--- src/rtl/selcnt_pkg.sv ---
package selcnt_pkg;

   typedef enum logic [1:0] {
      LEN_4  = 2'd0,
      LEN_6  = 2'd1,
      LEN_8  = 2'd2,
      LEN_10 = 2'd3
   } len_e;

   localparam int unsigned MIN_CNT_W = 10;

   function automatic int unsigned active_bits(input len_e len);
      return 4 + 2 * int'(len);
   endfunction

endpackage

--- src/rtl/selcnt_clk_pick.sv ---
module selcnt_clk_pick #(
   parameter int unsigned N_SRC       = 8,
   parameter int unsigned SYNC_STAGES = 2,
   parameter int unsigned PIN_A_IDX   = 6,
   parameter int unsigned PIN_B_IDX   = 7,
   localparam int unsigned SEL_W      = $clog2(N_SRC)
) (
   input  logic             clk_i,
   input  logic             rst_ni,
   input  logic [N_SRC-1:0] src_clk_i,
   input  logic [1:0]       pin_raw_i,
   input  logic [SEL_W-1:0] src_sel_i,
   input  logic             div_clr_i,
   output logic             eff_rise_o,
   output logic             eff_fall_o
);

   logic [N_SRC-1:0] synced;

   for (genvar s = 0; s < N_SRC; s++) begin : g_sync
      logic [SYNC_STAGES-1:0] chain;
      always_ff @(posedge clk_i or negedge rst_ni) begin
         if (!rst_ni) chain <= '0;
         else         chain <= {chain[SYNC_STAGES-2:0], src_clk_i[s]};
      end
      assign synced[s] = chain[SYNC_STAGES-1];
   end

   logic sel_now, sel_prev, rise_raw, fall_raw, is_direct, div_q;

   assign sel_now  = synced[src_sel_i];
   assign rise_raw = sel_now & ~sel_prev;
   assign fall_raw = ~sel_now & sel_prev;

   always_comb begin
      is_direct = 1'b0;
      if (int'(src_sel_i) == int'(PIN_A_IDX)) is_direct = pin_raw_i[0];
      if (int'(src_sel_i) == int'(PIN_B_IDX)) is_direct = pin_raw_i[1];
   end

   always_ff @(posedge clk_i or negedge rst_ni) begin
      if (!rst_ni) begin
         sel_prev <= 1'b0;
         div_q    <= 1'b0;
      end else begin
         sel_prev <= sel_now;
         if (div_clr_i)                  div_q <= 1'b0;
         else if (is_direct && fall_raw) div_q <= ~div_q;
      end
   end

   assign eff_rise_o = is_direct ? (fall_raw & ~div_q) : rise_raw;
   assign eff_fall_o = is_direct ? (fall_raw &  div_q) : fall_raw;

endmodule

--- src/rtl/selcnt_start_gate.sv ---
module selcnt_start_gate (
   input  logic clk_i,
   input  logic rst_ni,
   input  logic start_i,
   input  logic evt_mode_i,
   input  logic eff_rise_i,
   input  logic eff_fall_i,
   output logic step_o
);

   logic armed_q;

   always_ff @(posedge clk_i or negedge rst_ni) begin
      if (!rst_ni)         armed_q <= 1'b0;
      else if (!start_i)   armed_q <= 1'b0;
      else if (eff_fall_i) armed_q <= 1'b1;
   end

   assign step_o = start_i & eff_rise_i & (evt_mode_i | armed_q);

endmodule

--- src/rtl/selcnt_core.sv ---
module selcnt_core
   import selcnt_pkg::*;
#(
   parameter int unsigned CNT_W = 10
) (
   input  logic             clk_i,
   input  logic             rst_ni,
   input  logic             step_i,
   input  logic             up_i,
   input  logic [1:0]       len_i,
   input  logic             load_i,
   input  logic [CNT_W-1:0] load_val_i,
   output logic [CNT_W-1:0] count_o,
   output logic             irq_o
);

   logic [CNT_W-1:0] cnt_q, reload_q, mask, nxt, inc, dec;
   logic             irq_q, term_nxt;

   always_comb begin
      for (int i = 0; i < int'(CNT_W); i++)
         mask[i] = (i < int'(active_bits(len_e'(len_i))));
   end

   assign inc = cnt_q + 1'b1;
   assign dec = cnt_q - 1'b1;

   always_comb begin
      if (up_i)                     nxt = (cnt_q & ~mask) | (inc & mask);
      else if ((cnt_q & mask) == 0) nxt = (cnt_q & ~mask) | (reload_q & mask);
      else                          nxt = (cnt_q & ~mask) | (dec & mask);
      term_nxt = up_i ? ((nxt & mask) == mask) : ((nxt & mask) == '0);
   end

   always_ff @(posedge clk_i or negedge rst_ni) begin
      if (!rst_ni) begin
         cnt_q    <= '0;
         reload_q <= '0;
         irq_q    <= 1'b0;
      end else if (load_i) begin
         cnt_q    <= load_val_i;
         reload_q <= load_val_i;
         irq_q    <= 1'b0;
      end else if (step_i) begin
         cnt_q    <= nxt;
         irq_q    <= term_nxt;
      end else begin
         irq_q    <= 1'b0;
      end
   end

   assign count_o = cnt_q;
   assign irq_o   = irq_q;

endmodule

--- src/rtl/selcnt_timer.sv ---
module selcnt_timer
   import selcnt_pkg::*;
#(
   parameter int unsigned CNT_W       = 10,
   parameter int unsigned N_SRC       = 8,
   parameter int unsigned SYNC_STAGES = 2,
   parameter int unsigned PIN_A_IDX   = 6,
   parameter int unsigned PIN_B_IDX   = 7,
   localparam int unsigned SEL_W      = $clog2(N_SRC)
) (
   input  logic             clk_i,
   input  logic             rst_ni,
   input  logic [N_SRC-1:0] src_clk_i,
   input  logic [1:0]       pin_raw_i,
   input  logic [SEL_W-1:0] src_sel_i,
   input  logic             up_i,
   input  logic [1:0]       len_i,
   input  logic             start_i,
   input  logic             evt_mode_i,
   input  logic             load_i,
   input  logic [CNT_W-1:0] load_val_i,
   output logic [CNT_W-1:0] count_o,
   output logic             irq_o
);

   if (CNT_W < MIN_CNT_W) begin : g_bad_width
      $error("selcnt_timer: CNT_W must be at least 10");
   end
   if (SYNC_STAGES < 2) begin : g_bad_sync
      $error("selcnt_timer: SYNC_STAGES must be at least 2");
   end
   if (PIN_A_IDX >= N_SRC || PIN_B_IDX >= N_SRC || PIN_A_IDX == PIN_B_IDX) begin : g_bad_pins
      $error("selcnt_timer: pin indices must be distinct and inside N_SRC");
   end

   logic eff_rise, eff_fall, step;

   selcnt_clk_pick #(
      .N_SRC      (N_SRC),
      .SYNC_STAGES(SYNC_STAGES),
      .PIN_A_IDX  (PIN_A_IDX),
      .PIN_B_IDX  (PIN_B_IDX)
   ) u_pick (
      .clk_i     (clk_i),
      .rst_ni    (rst_ni),
      .src_clk_i (src_clk_i),
      .pin_raw_i (pin_raw_i),
      .src_sel_i (src_sel_i),
      .div_clr_i (~start_i),
      .eff_rise_o(eff_rise),
      .eff_fall_o(eff_fall)
   );

   selcnt_start_gate u_gate (
      .clk_i     (clk_i),
      .rst_ni    (rst_ni),
      .start_i   (start_i),
      .evt_mode_i(evt_mode_i),
      .eff_rise_i(eff_rise),
      .eff_fall_i(eff_fall),
      .step_o    (step)
   );

   selcnt_core #(.CNT_W(CNT_W)) u_core (
      .clk_i     (clk_i),
      .rst_ni    (rst_ni),
      .step_i    (step),
      .up_i      (up_i),
      .len_i     (len_i),
      .load_i    (load_i),
      .load_val_i(load_val_i),
      .count_o   (count_o),
      .irq_o     (irq_o)
   );

endmodule

--- config.mk ---
export PLATFORM = sky130hd
export DESIGN_NAME = selcnt_timer
export DESIGN_NICKNAME = d
export VERILOG_FILES = /design/src/rtl/selcnt_pkg.sv /design/src/rtl/selcnt_clk_pick.sv /design/src/rtl/selcnt_start_gate.sv /design/src/rtl/selcnt_core.sv /design/src/rtl/selcnt_timer.sv
export SDC_FILE = /design/constraint.sdc
export NUM_CORES = 1
export LEC_CHECK = 0
export BUFFER_PORTS_ARGS = -buffer_cell sky130_fd_sc_hd__buf_4
export CORE_UTILIZATION = 57
export CTS_BUF_LIST = sky130_fd_sc_hd__clkbuf_8
export DETAILED_ROUTE_END_ITERATION = 10
export GPL_TIMING_DRIVEN = 0
export PLACE_DENSITY = 0.82
export SYNTH_ARGS = -nofsm -noshare
export SYNTH_HDL_FRONTEND = slang
export SYNTH_SLANG_ARGS = --single-unit
--- constraint.sdc ---
create_clock -name clk_i -period 3.3 [get_ports clk_i]
set_clock_uncertainty 0.2 [all_clocks]
set_input_delay 0.825 -clock clk_i [delete_from_list [all_inputs] [get_ports clk_i]]
set_output_delay 0.825 -clock clk_i [all_outputs]
set_load 0.01 [all_outputs]
==> run summary <==
die area -> 4227 µm²
WP data required -> 3.32 ns
most common cell after layout, fill and taps aside -> buf_4
P_leak -> 1.225 nW
CTS tree -> built
final setup vio count -> 0
number of synthesized flops with an enable pin -> 0
Final Max Slew Viols -> 0
final hold violation count -> 0
post-synthesis cell count -> 241
Rows -> 22
Cell Pwr Density -> 424.3 nW/µm²
CP endpoint kind -> register
layout net count -> 322
Critical Path Fanout Max -> 8
Final TNS setup -> 0 ns
I/O pins -> 42
total number of vias -> 1,990
slew margin rel. -> 0.5443
# hold bufs at CTS -> 0
Area growth, synth to finish -> 20.07%
RSZ-0062 raised after global routing -> no
library cells used by synthesis -> 55
crit-path cells -> inv_1, ha_1, nor3b_2, o2111a_1, a2111oi_0, a311oi_1, nor4_1, o2111ai_1, or3_1, o211ai_2
clock sinks -> 40
port buffer count -> 41
worst path bufs/invs -> 1
most frequent cells in the layout -> buf_4, dfrtp_1, nand2_1, inv_1, o21ai_0
share of post-route cells with drive strength above 1 -> 0.2422
number of global-route vias before repair -> 1,852
antenna violations before repair -> 0
core footprint -> 3744 µm²
routed len/inst -> 15.27 µm
Starting Density -> 0.6046
fmax -> 0.3173 GHz
maxcap violations -> 0
measured slew at the worst slew-check pin -> 0.6821 ns
largest net degree at the start of global routing -> 41
outcome -> complete, no violations
Clock Path Buffers -> 2
hold crit path type -> reg -> reg
Setup crit start kind -> register
first-pass GRT wire length -> 8645 µm
DRT antenna net count -> 0
Max H-tree Level -> 2
Remaining DRCs -> 0
Worst path slowest cell -> dfrtp_1
Die Span Y -> 65.02 µm
Yosys warning count -> 0
Die Wd -> 65.02 µm
clk_lat worst skew -> 0.30 ns
Seq/Total Area, Yosys -> 0.4422
fin crit period -> 3.151 ns
asr flop ratio synth -> 1.000
Yosys top cell area share -> 0.4422
Mapped Avg Cell Area -> 9.392 µm²
worst setup margin -> 0.1488 ns
hold_ws -> 0.1506 ns
Yosys reg bits -> 40
final wirelength -> 5146 µm
total CTS buffers -> 5
diodes inserted -> 0
First DRT Iteration DRCs -> 215
Crit Path Class -> reg -> reg
Total GRT Usage -> 0.2728
worst vdd ir -> 0.3116 mV
Main synth FF type -> dfrtp_1
root buf cell -> clkbuf_8
HPWL after DPL -> 3808 µm
final worst-path cycle share -> 0.9549
Post-Place Setup Slack -> 0.01100 ns
Clock transition at path regs -> 0.08 ns
Top delay family on crit path -> compound AO/OA/AOI/OAI gates
Post-Syn Nets -> 275
cell taking the most area after synthesis -> dfrtp_1
drt first pass iters -> 4
total gr overflow -> 0
CP peak stage delay -> 0.52 ns
gp weighted congestion -> 0.8556
synth top area cells -> dfrtp_1, mux2i_1, o21ai_0, nand2_1, inv_1
Critical Path AT -> 3.17 ns
drt via density -> 5.905
Synth Cell Area -> 2263 µm²
final timing paths:
path,start,to,slack [ns],cells after the start
min reg2reg,u_pick.g_sync[0].chain[0],u_pick.g_sync[0].chain[1],0.15,0
max,u_core.count_o[1],u_core.irq_o,0.15,10
max reg2reg,u_core.count_o[1],u_core.irq_o,0.15,10
min,u_pick.g_sync[0].chain[0],u_pick.g_sync[0].chain[1],0.15,0
max in group asynchronous,rst_ni,u_core.count_o[0],2.25,1
min in group asynchronous,rst_ni,u_core.count_o[5],0.29,1
where the power goes:
part | internal (mW) | switching, mW | total [mW]
logic | 0.119 | 0.146 | 0.264
clock network | 0.147 | 0.180 | 0.327
registers | 0.527 | 0.0350 | 0.562
total | 0.793 | 0.360 | 1.15
layer usage:
layer  part of all wire  routed length (µm)  track usage
met1               0.45                2298       0.3778
met2               0.47                2440       0.4297
met3              0.063                 322      0.05634
met4              0.017                  85      0.08696
met5                  0                   0            0
cells by family (layout without fill, tap and decap cells):
logic type | count (synthesis) | after routing | share of synthesized area
buffers and inverters | 34 | 82 | 0.06412
multiplexers | 11 | 11 | 0.05970
AND/OR/NAND/NOR | 86 | 86 | 0.2167
XOR/XNOR | 4 | 4 | 0.01548
flip-flops | 40 | 40 | 0.4422
adder cells (fa/ha/maj) | 3 | 3 | 0.01659
AO/OA/AOI/OAI | 63 | 63 | 0.1852
final cells by class:
class,instances,area (µm²)
multi-input combinational,167,1117
fill,300,1026
sequential,40,1002
timing repair buffer,41,307.8
inverter,19,71.32
buffer,14,70.07
clock buffer,5,68.82
tap,48,60.06
clock inverter,3,20.02
synth_stat cells, drive strengths merged (2+ instances only):
cell type / count
a211o: 3
nand2: 22
a21oi: 11
nand4: 2
and4: 2
o311a: 2
nand4b: 2
and4b: 2
nor4: 3
buf: 7
o211ai: 2
nand3: 6
nand2b: 3
inv: 19
clkbuf: 8
nor3: 12
nor2: 11
nor3b: 2
dfrtp: 40
a21boi: 3
and2: 4
o21ai: 27
and3: 3
ha: 3
nor2b: 4
o311ai: 2
or3: 5
mux2i: 9
mux4: 2
o2111ai: 2
o21a: 2
o221ai: 2
xnor2: 4
sequential cells by signal (all words and copies together), names as in the netlist:
signal,flops
u_pick.sel_prev,1
u_pick.g_sync.chain,16
u_core.count_o,10
u_gate.armed_q,1
u_pick.div_q,1
u_core.reload_q,10
u_core.irq_o,1
per-stage QoR:
step | util | power (mW) | instances | cell area (µm²)
after global placement | 0.7029 | 0.8260 | 330 | 2631
after global routing | 0.7259 | 1.210 | 337 | 2718
after detailed placement | 0.7029 | 0.8331 | 330 | 2631
after CTS | 0.7266 | 1.153 | 338 | 2720
after floorplan | - | 0.7260 | 241 | 2263
final | 0.7259 | 1.153 | 337 | 2718
what timing repair did:
action                                 in CTS  in global routing
resized for setup                           0                  1
buffers inserted                            0                  0
endpoints found under the hold margin       0                  0
setup endpoints to repair                   0                  1
Note: power is estimated with default switching activity, not from simulation.
